$ cat config.mk
export PLATFORM = sky130hd
export DESIGN_NAME = idec_unit
export DESIGN_NICKNAME = d
export VERILOG_FILES = /design/src/rtl/idec_pkg.sv /design/src/rtl/idec_classify.sv /design/src/rtl/idec_ctrl.sv /design/src/rtl/idec_fields.sv /design/src/rtl/idec_imm.sv /design/src/rtl/idec_unit.sv
export SDC_FILE = /design/constraint.sdc
export NUM_CORES = 1
export LEC_CHECK = 0
export ABC_CLOCK_PERIOD_IN_PS = 11400
export CAP_MARGIN = 5
export CORE_ASPECT_RATIO = 2
export CORE_UTILIZATION = 49
export CTS_CLUSTER_DIAMETER = 50
export CTS_CLUSTER_SIZE = 40
export DETAILED_ROUTE_END_ITERATION = 10
export PLACE_DENSITY_LB_ADDON = 0.3
export SLEW_MARGIN = 20
export SYNTH_ARGS = -nofsm -noshare
export SYNTH_HDL_FRONTEND = slang
export SYNTH_HIERARCHICAL = 1
export SYNTH_SLANG_ARGS = --single-unit
export TNS_END_PERCENT = 1
$ cat constraint.sdc
create_clock -name clk -period 11.4 [get_ports clk]
set_clock_uncertainty 0.1 [all_clocks]
set_input_delay 2.28 -clock clk [delete_from_list [all_inputs] [get_ports clk]]
set_output_delay 2.28 -clock clk [all_outputs]
set_load 0.03 [all_outputs]
$ cat src/rtl/idec_pkg.sv
package idec_pkg;

    localparam int INSN_W    = 32;
    localparam int OPC_W     = 11;
    localparam int REG_SEL_W = 5;
    localparam int DATA_W    = 64;
    localparam int UIMM_W    = 12;
    localparam int SOFF_W    = 9;

    typedef enum logic [2:0] {
        CLS_NONE     = 3'd0,
        CLS_ARITH_R  = 3'd1,
        CLS_ADD_IMM  = 3'd2,
        CLS_AND_IMM  = 3'd3,
        CLS_LOAD     = 3'd4,
        CLS_STORE    = 3'd5
    } insn_cls_e;

    typedef enum logic [1:0] {
        ALU_ADD = 2'b00,
        ALU_AND = 2'b01,
        ALU_SUB = 2'b10,
        ALU_ORR = 2'b11
    } alu_op_e;

    typedef enum logic [1:0] {
        OPB_REG  = 2'd0,
        OPB_UIMM = 2'd1,
        OPB_SOFF = 2'd2
    } opb_sel_e;

    typedef struct packed {
        logic [REG_SEL_W-1:0] sel_a;
        logic [REG_SEL_W-1:0] sel_b;
        logic [REG_SEL_W-1:0] sel_w;
        alu_op_e              alu_op;
        opb_sel_e             opnd_sel;
        logic [DATA_W-1:0]    opnd_imm;
        logic                 reg_we;
        logic                 mem_rd;
        logic                 mem_wr;
        logic                 wb_from_mem;
    } ctl_t;

endpackage

$ cat src/rtl/idec_classify.sv
module idec_classify
    import idec_pkg::*;
(
    input  logic [OPC_W-1:0] opc,
    output insn_cls_e        cls
);

    // opc holds instruction bits 31:21, opc[10] being bit 31
    always_comb begin
        cls = CLS_NONE;
        if ((opc ==? 11'b10001011??0) || (opc ==? 11'b11001011??0)) begin
            cls = CLS_ARITH_R;
        end else if (opc ==? 11'b10010001???) begin
            cls = CLS_ADD_IMM;
        end else if (opc ==? 11'b100100100??) begin
            cls = CLS_AND_IMM;
        end else if (opc ==? 11'b1?111000010) begin
            cls = CLS_LOAD;
        end else if (opc ==? 11'b1?111000000) begin
            cls = CLS_STORE;
        end
    end

endmodule

$ cat src/rtl/idec_ctrl.sv
module idec_ctrl
    import idec_pkg::*;
(
    input  insn_cls_e  cls,
    input  logic [1:0] arith_bits,
    output alu_op_e    alu_op,
    output opb_sel_e   opnd_sel,
    output logic       reg_we,
    output logic       mem_rd,
    output logic       mem_wr,
    output logic       wb_from_mem
);

    always_comb begin
        alu_op      = ALU_ADD;
        opnd_sel    = OPB_REG;
        reg_we      = 1'b0;
        mem_rd      = 1'b0;
        mem_wr      = 1'b0;
        wb_from_mem = 1'b0;
        unique case (cls)
            CLS_ARITH_R: begin
                alu_op = alu_op_e'(arith_bits);
                reg_we = 1'b1;
            end
            CLS_ADD_IMM: begin
                opnd_sel = OPB_UIMM;
                reg_we   = 1'b1;
            end
            CLS_AND_IMM: begin
                alu_op   = ALU_AND;
                opnd_sel = OPB_UIMM;
                reg_we   = 1'b1;
            end
            CLS_LOAD: begin
                opnd_sel    = OPB_SOFF;
                reg_we      = 1'b1;
                mem_rd      = 1'b1;
                wb_from_mem = 1'b1;
            end
            CLS_STORE: begin
                opnd_sel = OPB_SOFF;
                mem_wr   = 1'b1;
            end
            default: begin
                alu_op = ALU_ADD;
            end
        endcase
    end

endmodule

$ cat src/rtl/idec_fields.sv
module idec_fields
    import idec_pkg::*;
(
    input  logic [REG_SEL_W-1:0] fld_m,
    input  logic [REG_SEL_W-1:0] fld_n,
    input  logic [REG_SEL_W-1:0] fld_d,
    input  insn_cls_e            cls,
    output logic [REG_SEL_W-1:0] sel_a,
    output logic [REG_SEL_W-1:0] sel_b,
    output logic [REG_SEL_W-1:0] sel_w
);

    always_comb begin
        sel_a = fld_n;
        sel_w = fld_d;
        // a store reads its data register through the second port
        sel_b = (cls == CLS_STORE) ? fld_d : fld_m;
    end

endmodule

$ cat src/rtl/idec_imm.sv
module idec_imm
    import idec_pkg::*;
(
    input  logic [UIMM_W-1:0] uimm,
    input  logic [SOFF_W-1:0] soff,
    input  opb_sel_e          opnd_sel,
    output logic [DATA_W-1:0] imm
);

    localparam int UPAD = DATA_W - UIMM_W;
    localparam int SPAD = DATA_W - SOFF_W;

    always_comb begin
        unique case (opnd_sel)
            OPB_UIMM: imm = {{UPAD{1'b0}}, uimm};
            OPB_SOFF: imm = {{SPAD{soff[SOFF_W-1]}}, soff};
            default:  imm = '0;
        endcase
    end

endmodule

$ cat src/rtl/idec_unit.sv
module idec_unit
    import idec_pkg::*;
(
    input  logic                 clk,
    input  logic                 rst_n,
    input  logic [INSN_W-1:0]    insn,
    output logic [REG_SEL_W-1:0] sel_a,
    output logic [REG_SEL_W-1:0] sel_b,
    output logic [REG_SEL_W-1:0] sel_w,
    output logic [1:0]           alu_op,
    output logic [1:0]           opnd_sel,
    output logic [DATA_W-1:0]    opnd_imm,
    output logic                 reg_we,
    output logic                 mem_rd,
    output logic                 mem_wr,
    output logic                 wb_from_mem
);

    insn_cls_e            cls;
    alu_op_e              c_alu;
    opb_sel_e             c_opb;
    logic                 c_we, c_rd, c_wr, c_wb;
    logic [REG_SEL_W-1:0] f_a, f_b, f_w;
    logic [DATA_W-1:0]    f_imm;
    ctl_t                 ctl_d, ctl_q;

    idec_classify u_cls (
        .opc (insn[31:21]),
        .cls (cls)
    );

    idec_ctrl u_ctrl (
        .cls         (cls),
        .arith_bits  (insn[30:29]),
        .alu_op      (c_alu),
        .opnd_sel    (c_opb),
        .reg_we      (c_we),
        .mem_rd      (c_rd),
        .mem_wr      (c_wr),
        .wb_from_mem (c_wb)
    );

    idec_fields u_fld (
        .fld_m (insn[20:16]),
        .fld_n (insn[9:5]),
        .fld_d (insn[4:0]),
        .cls   (cls),
        .sel_a (f_a),
        .sel_b (f_b),
        .sel_w (f_w)
    );

    idec_imm u_imm (
        .uimm     (insn[21:10]),
        .soff     (insn[20:12]),
        .opnd_sel (c_opb),
        .imm      (f_imm)
    );

    always_comb begin
        ctl_d             = '0;
        ctl_d.sel_a       = f_a;
        ctl_d.sel_b       = f_b;
        ctl_d.sel_w       = f_w;
        ctl_d.alu_op      = c_alu;
        ctl_d.opnd_sel    = c_opb;
        ctl_d.opnd_imm    = f_imm;
        ctl_d.reg_we      = c_we;
        ctl_d.mem_rd      = c_rd;
        ctl_d.mem_wr      = c_wr;
        ctl_d.wb_from_mem = c_wb;
    end

    always_ff @(posedge clk) begin
        if (!rst_n) begin
            ctl_q <= '0;
        end else begin
            ctl_q <= ctl_d;
        end
    end

    assign sel_a       = ctl_q.sel_a;
    assign sel_b       = ctl_q.sel_b;
    assign sel_w       = ctl_q.sel_w;
    assign alu_op      = ctl_q.alu_op;
    assign opnd_sel    = ctl_q.opnd_sel;
    assign opnd_imm    = ctl_q.opnd_imm;
    assign reg_we      = ctl_q.reg_we;
    assign mem_rd      = ctl_q.mem_rd;
    assign mem_wr      = ctl_q.mem_wr;
    assign wb_from_mem = ctl_q.wb_from_mem;

endmodule

Yosys cells after proc, flatten, opt, wreduce, memory -nomap -nowiden
Cells that the tools add are included.
{"block": "op_classes", "eq_ne": 13, "mux": 12, "n_reduce_logical": 4}
{"cell": "one-hot mux 64 bit (2 select lines)", "count": 1}
{"cell": "equality test 9 bit, second input constant", "count": 3}
{"cell": "equality test 10 bit, second input constant", "count": 2}
{"cell": "2-to-1 mux 3 bit", "count": 5}
{"cell": "equality test 8 bit, second input constant", "count": 1}
{"cell": "one-hot mux 2 bit (2 select lines)", "count": 2}
{"cell": "equality test 3 x 2 -> 1 bit, second input constant", "count": 2}
{"cell": "equality test 3 bit, second input constant", "count": 2}
{"cell": "2-to-1 mux 5 bit", "count": 1}
{"cell": "OR reduction 2 bit", "count": 2}
{"cell": "OR reduction 4 bit", "count": 1}
{"cell": "equality test 3 x 1 -> 1 bit, second input constant", "count": 1}
{"cell": "2-to-1 mux 1 bit", "count": 3}
{"cell": "equality test 2 x 1 -> 1 bit, second input constant", "count": 1}
{"cell": "equality test 2 bit, second input constant", "count": 1}
{"cell": "logical OR 1 bit", "count": 1}
{"block": "totals", "regBits": 86, "output_inout_bits": 87, "word_cells": 38}

Longest topological paths before layout
Gate-level depths: netlist of the first run.
{"block": "logic_depth", "word_depth": 11, "depth_mapped": 11, "depth_no_buf": 9}

Hierarchy
Netlist of the first run, hierarchy kept.
{"module": "idec_unit", "n_inst": 1, "cells_each": 183, "area_per_inst_um2": 2356.0, "seq_area_each_um2": 1741.7}
{"module": "idec_imm", "n_inst": 1, "cells_each": 84, "area_per_inst_um2": 571.8, "seq_area_each_um2": 0.0}
{"module": "idec_fields", "n_inst": 1, "cells_each": 16, "area_per_inst_um2": 170.2, "seq_area_each_um2": 0.0}
{"module": "idec_classify", "n_inst": 1, "cells_each": 14, "area_per_inst_um2": 93.8, "seq_area_each_um2": 0.0}
{"module": "idec_ctrl", "n_inst": 1, "cells_each": 10, "area_per_inst_um2": 80.1, "seq_area_each_um2": 0.0}

Least setup slack after synthesis of the first run
Ideal clock, no wire load.
{"block": "synth_timing", "path_type": "input -> register", "start": "input insn[25]", "end": "register ctl_q, in the netlist opnd_imm[13]", "arrival_time_ns": 5.972, "t_required_ns": 11.241, "path_slack_ns": 5.269, "stages": 9, "cell_sequence": "or4b_1 -> a21oi_1 -> and2b_2 -> inv_1 -> ha_1 -> buf_2 -> nor2_1 -> buf_4 -> and2_1"}
{"element": "start, declared", "line": "idec_unit.sv:6", "source": "input logic [INSN_W-1:0] insn,"}
{"element": "equality test 10 bit", "line": "idec_classify.sv:17", "source": "end else if (opc ==? 11'b1?111000010) begin"}
{"element": "2-to-1 mux 3 bit", "line": "idec_classify.sv:17"}
{"element": "2-to-1 mux 3 bit", "line": "idec_classify.sv:15", "source": "end else if (opc ==? 11'b100100100??) begin"}
{"element": "2-to-1 mux 3 bit", "line": "idec_classify.sv:13", "source": "end else if (opc ==? 11'b10010001???) begin"}
{"element": "2-to-1 mux 3 bit (*)", "line": "idec_classify.sv:11", "source": "if ((opc ==? 11'b10001011??0) || (opc ==? 11'b11001011??0)) begin"}
{"element": "via cls[1]", "line": "idec_unit.sv:19", "source": "insn_cls_e cls;"}
{"element": "equality test 3 bit / equality test 3 x 2 -> 1 bit (equally long branches)", "line": "idec_ctrl.sv:21", "source": "unique case (cls)"}
{"element": "OR reduction 2 bit (no line)"}
{"element": "one-hot mux 2 bit (2 select lines) (*)", "line": "idec_ctrl.sv:21"}
{"element": "via c_opb[0]", "line": "idec_unit.sv:21", "source": "opb_sel_e c_opb;"}
{"element": "equality test 2 bit / equality test 2 x 1 -> 1 bit (equally long branches)", "line": "idec_imm.sv:14", "source": "unique case (opnd_sel)"}
{"element": "one-hot mux 64 bit (2 select lines) (*)", "line": "idec_imm.sv:14"}
{"element": "via f_imm[13]", "line": "idec_unit.sv:24", "source": "logic [DATA_W-1:0] f_imm;"}
{"element": "end signal, assigned", "line": "idec_unit.sv:78", "source": "ctl_q <= ctl_d;"}
{"element": "end, declared", "line": "idec_unit.sv:25", "source": "ctl_t ctl_d, ctl_q;"}
The timed path passes the listed nets; every way through them passes the cells marked *.
A chain may end at the register's enable or synchronous reset.

Worst setup path after layout of the first run
{"block": "layout_timing", "start": "input insn[29]", "end": "register ctl_q, in the netlist opnd_imm[56]"}
{"element": "equality test 10 bit", "line": "idec_classify.sv:17"}
{"element": "2-to-1 mux 3 bit", "line": "idec_classify.sv:17"}
{"element": "2-to-1 mux 3 bit", "line": "idec_classify.sv:15"}
{"element": "2-to-1 mux 3 bit", "line": "idec_classify.sv:13"}
{"element": "2-to-1 mux 3 bit (*)", "line": "idec_classify.sv:11"}
{"element": "via cls[1]", "line": "idec_unit.sv:19"}
{"element": "equality test 3 bit / equality test 3 x 2 -> 1 bit (equally long branches)", "line": "idec_ctrl.sv:21"}
{"element": "OR reduction 2 bit (no line)"}
{"element": "one-hot mux 2 bit (2 select lines) (*)", "line": "idec_ctrl.sv:21"}
{"element": "via c_opb[0]", "line": "idec_unit.sv:21"}
{"element": "equality test 2 bit / equality test 2 x 1 -> 1 bit (equally long branches)", "line": "idec_imm.sv:14"}
{"element": "one-hot mux 64 bit (2 select lines) (*)", "line": "idec_imm.sv:14"}
Marked as above.

==> results of run 1 <==
## state kept, by name, indices dropped and copies added, names as in the netlist
register / count
reg_we: 1
wb_from_mem: 1
mem_rd: 1
sel_w: 5
alu_op: 2
opnd_imm: 64
sel_a: 5
opnd_sel: 2
sel_b: 5
mem_wr: 1
## power by group
group,internal [W],switching (W),leakage [nW]
clock network,0.000180,0.000105,0.145
registers,0.000307,0.000000753,0.705
logic,0.0000182,0.0000148,0.853
## cells by family (layout without fill, tap and decap cells)
| family | Yosys count | after routing | share of synthesized area |
|---|---|---|---|
| buffers and inverters | 77 | 139 | 0.174 |
| muxes | 5 | 5 | 0.0229 |
| xor gates and xnor gates | 1 | 1 | 0.00268 |
| DFF | 87 | 87 | 0.532 |
| adders and majority gates | 2 | 2 | 0.00765 |
| and+or+nand+nor | 120 | 120 | 0.229 |
| AOI/OAI and AO/OA | 15 | 15 | 0.0306 |
## through the flow
step	setup WS (ps)	instance area [um^2]	hold WS [ps]	total power [W]	util
after floorplan	5270	3270	2380	0.000332	-
after global placement	6210	4030	2750	0.000347	0.633
after detailed placement	6120	4030	2770	0.000347	0.633
after CTS	6440	4330	2420	0.000633	0.680
after global routing	6220	4330	2430	0.000647	0.680
final	6420	4330	2420	0.000626	0.680
## placed cells by master (no fill, tap or decap), drive strengths merged, types with 3 or more instances in the layout
cell	n
clkdlybuf4s50	119
and2	88
dfxtp	87
nor2	13
clkbuf	12
a22oi	8
nand2	7
a21oi	5
mux2	5
inv	3
## cell type report
class | count | area [um^2]
clock buffer | 12 | 256
timing repair buffer | 121 | 1210
fill | 518 | 2030
tap | 86 | 108
clock inverter | 3 | 42.5
inverter | 3 | 11.3
multi-input combinational | 143 | 962
sequential | 87 | 1740
## metal layers
metal	routed length, um	share of wire	track usage	vias to the layer above
li1	-	-	-	1015
met1	1990	0.34	0.157	939
met2	3180	0.55	0.305	89
met3	335	0.058	0.0637	21
met4	314	0.054	0.135	0
met5	0	0	0	-
## worst max path at each step
| stage | from | to | slack [ps] | cells past startpoint |
|---|---|---|---|---|
| final | insn[29] | opnd_imm[56] | 6420 | 9 |
| after global routing | insn[29] | opnd_imm[37] | 6220 | 9 |
| after CTS | insn[29] | opnd_imm[37] | 6440 | 9 |
| after detailed placement | insn[29] | opnd_imm[39] | 6120 | 9 |
| after global placement | insn[29] | opnd_imm[51] | 6210 | 9 |
| after floorplan | insn[25] | opnd_imm[13] | 5270 | 9 |
## critical path, cell delays in order
cell             delay, ps
clkdlybuf4s50_1        460
or4b_1                 510
a21oi_1                440
and2b_2                250
inv_1                   40
ha_1                   470
nor2_2                 160
buf_4                  340
and2_1                 190
==> results.txt, run 1 <==
post-synthesis register bit count: 87
starting DRC count in detailed routing: 49
Slew headroom: 0.619
Post-synth ARST share: 0
GRT Util Overall: 0.178
RePlAce Congestion: 0.733
CTS hold repair buffers: 0
setup tns final: 0 ps
area leader, netlist: dfxtp_1
CTS tree: built
Leak: 1.70 nW
CTS resizes: 0
Finished Layout Cells: 455
Syn. warnings: 6
Max VDD drop: 0.0732 mV
sequential element share of the synthesized area: 0.532
vias in the first global route: 1931
IO Pins: 121
syn avg cell area: 10.7 um^2
Syn Nets: 343
crit path max fanout: 52
CP required: 11570 ps
top post-synthesis cells by count: and2_1 (88), dfxtp_1 (87), buf_4 (63)
final wirelength: 5.83 mm
grt ovf: 0
share of the synthesized area in the top cell type: 0.532
initial antenna violation count: 0
# placed instances: 440
critical path class: in -> reg
first-pass GRT wire length: 9.09 mm
Via Count: 2064
synthesized instance count: 307
WHS Endpoint: opnd_imm[15]
TritonCTS Buffers: 9
maximum clock insertion buffer count: 2
share of layout cells above drive strength 1: 0.0732
layout net count: 401
Root Buffer: clkbuf_16
most frequent cell after synthesis: and2_1
total of max-cap violations: 0
Max Fclk: 201 MHz
Routed WL per cell: 12.8 um
htree depth: 3
CTS sink count: 87
Setup Buffers After CTS: 0
I/O Buffers: 120
DR DRC count: 0
Rows: 41
die height: 118 um
Post-Synthesis Cell Area: 3270 um^2
Initial DRT Pass Iterations: 4
max-slew violation total from the final report: 0
Setup-failing EPs final: 0
Cells on Worst Hold Path: 2
Worst-Margin Slew: 571 ps
Period Utilization, post-route: 0.437
Core ar.: 6360 um^2
WP data arrival: 5150 ps
Synth Flop Type: dfxtp_1
Layout area overhead: 32.3%
hold_sp: rst_n
fin crit period: 4980 ps
crit end category: flop
die area: 7030 um^2
DIE WIDTH: 59.8 um
Power Density: 145 nW/um^2
Antenna diodes: 0
RSZ-0062 raised after global routing: false
largest net degree at the start of global routing: 88
Final ANT Viol Nets: 0
Post-synth EDFFs: 0
Starting Density: 0.514
min-delay worst type: in -> reg
hpwl dp: 4.10 mm
status: complete, no violations
clk slew on worst S/H paths: 60 ps
top post-synthesis cells by area: dfxtp_1 (53%), and2_1 (17%), buf_4 (14%), mux2_4 (2.3%), a22oi_1 (1.8%)
synth unique cells: 25
vias per cell: 4.54
Startpoint Class: input port
Final Hold Fails: 0
Power figures use the tool's default switching activity.
==> run 2, diff against run 1 <==
--- a/config.mk
+++ b/config.mk
@@ -5,10 +5,10 @@
 export SDC_FILE = /design/constraint.sdc
 export NUM_CORES = 1
 export LEC_CHECK = 0
-export ABC_CLOCK_PERIOD_IN_PS = 11400
+export ABC_CLOCK_PERIOD_IN_PS = 4300
 export CAP_MARGIN = 5
 export CORE_ASPECT_RATIO = 2
-export CORE_UTILIZATION = 49
+export CORE_UTILIZATION = 41
 export CTS_CLUSTER_DIAMETER = 50
 export CTS_CLUSTER_SIZE = 40
 export DETAILED_ROUTE_END_ITERATION = 10
==> constraint.sdc (replaced) <==
create_clock -name clk -period 4.3 [get_ports clk]
set_clock_uncertainty 0.1 [all_clocks]
set_input_delay 0.86 -clock clk [delete_from_list [all_inputs] [get_ports clk]]
set_output_delay 0.86 -clock clk [all_outputs]
set_load 0.03 [all_outputs]
==> results.txt, run 2 (synthesized netlist as in run 1, its figures left out) <==
CTS sink count: 87
min-delay worst type: in -> reg
hold_sp: insn[8]
Power Density: 368 nW/um^2
initial antenna violation count: 0
fin crit period: 3420 ps
CTS hold repair buffers: 0
grt ovf: 0
Max Fclk: 293 MHz
Setup Buffers After CTS: 0
Root Buffer: clkbuf_16
Largest register FFs: 64
IO Pins: 121
layout net count: 402
CTS tree: built
CP required: 4470 ps
share of layout cells above drive strength 1: 0.0730
combinational share of power: 0.055
RePlAce Congestion: 0.748
FILL cells: 712
Leak: 1.69 nW
TritonCTS Buffers: 9
maximum clock insertion buffer count: 2
DR DRC count: 0
Clock power frac: 0.431
Core ar.: 7660 um^2
sw power: 0.000324 W
internal power: 0.00126 W
Final Hold Fails: 0
max-slew violation total from the final report: 0
htree depth: 3
hpwl dp: 4.29 mm
Setup-failing EPs final: 0
Sw Share: 0.204
DIE WIDTH: 65.2 um
critical path class: in -> reg
I/O Buffers: 120
post-route design area: 4310 um^2
Via Count: 1994
Starting Density: 0.427
area taken by multi-input logic gates: 962 um^2
WHS Endpoint: sel_a[3]
most common cell after layout, fill and taps aside: clkdlybuf4s50_1
most frequent cells in the layout: clkdlybuf4s50_1 (119), and2_1 (88), dfxtp_1 (87), nor2_1 (12), clkbuf_16 (9)
register area: 1740 um^2
die height: 128 um
RSZ-0062 raised after global routing: false
clk slew on worst S/H paths: 60 ps
Finished Layout Cells: 464
Routed WL per cell: 12.7 um
Worst-Margin Slew: 578 ps
Layout area overhead: 31.8%
setup tns final: 0 ps
Slew headroom: 0.615
final wirelength: 5.91 mm
crit end category: flop
CTS resizes: 0
crit path max fanout: 52
Rows: 45
Antenna diodes: 0
# placed instances: 449
first-pass GRT wire length: 9.03 mm
vias per cell: 4.30
die area: 8360 um^2
Initial DRT Pass Iterations: 4
Period Utilization, post-route: 0.794
Cells on Worst Hold Path: 2
starting DRC count in detailed routing: 102
total of max-cap violations: 0
GRT Util Overall: 0.149
Max VDD drop: 0.192 mV
WP data arrival: 3580 ps
placed inst area: 4040 um^2
largest net degree at the start of global routing: 88
Startpoint Class: input port
Flop pwr share: 0.514
vias in the first global route: 1901
status: complete, no violations
Final ANT Viol Nets: 0
run 2: changes by cell type in the layout (fill, tap and decap cells not counted), sizes merged:
cell | previous run | this run
bufinv | 1 | 0
buf | 2 | 3
clkinvlp | 1 | 2
run 2: cell type report:
cell class	instances	share of cell area
Clock buffer	12	0.0572
Clock inverter	3	0.00464
Inverter	3	0.00261
Multi-Input combinational cell	143	0.223
Sequential cell	87	0.404
Tap cell	94	0.0273
Timing Repair Buffer	122	0.281
run 2: worst max path at each step:
stage	to	depth (start not counted)	start
after floorplan	opnd_imm[13]	9	insn[25]
after global placement	opnd_imm[35]	11	insn[28]
after detailed placement	opnd_imm[35]	11	insn[29]
after CTS	opnd_imm[36]	11	insn[29]
after global routing	opnd_imm[35]	11	insn[26]
final	opnd_imm[36]	11	insn[29]
run 2: metrics by stage:
step / total power [W] / utilization / hold WS (ps) / worst slack (ps)
floorplan: 0.000879 / - / 960 / 240
detailed placement: 0.000922 / 0.528 / 1330 / 525
global route: 0.00165 / 0.563 / 982 / 627
finish: 0.00159 / 0.563 / 984 / 884
CTS: 0.00161 / 0.563 / 972 / 874
global placement: 0.000920 / 0.528 / 1330 / 643
run 2: critical path, cell delays in order:
cell	delay (ps)
clkdlybuf4s50_1	520
and4bb_2	260
nand2_1	60
nor2_1	380
and2b_2	300
inv_1	60
ha_1	320
nand2_1	200
nor2_2	110
buf_4	330
and2_1	190
run 2: per-layer routing:
layer / wire (um) / global-route usage / vias up
met5: 0 / 0 / -
met4: 236 / 0.113 / 0
met3: 362 / 0.0488 / 15
met2: 3320 / 0.266 / 84
met1: 1990 / 0.134 / 878
li1: - / - / 1017
run 2: power groups by stage:
stage                     Clock (W)  Sequential, W  Combinational [W]
final                      0.000685       0.000816          0.0000876
after CTS                  0.000708       0.000816          0.0000885
after global routing       0.000744       0.000816          0.0000941
after detailed placement          0       0.000834          0.0000882
after floorplan                   0       0.000849          0.0000302
after global placement            0       0.000833          0.0000868
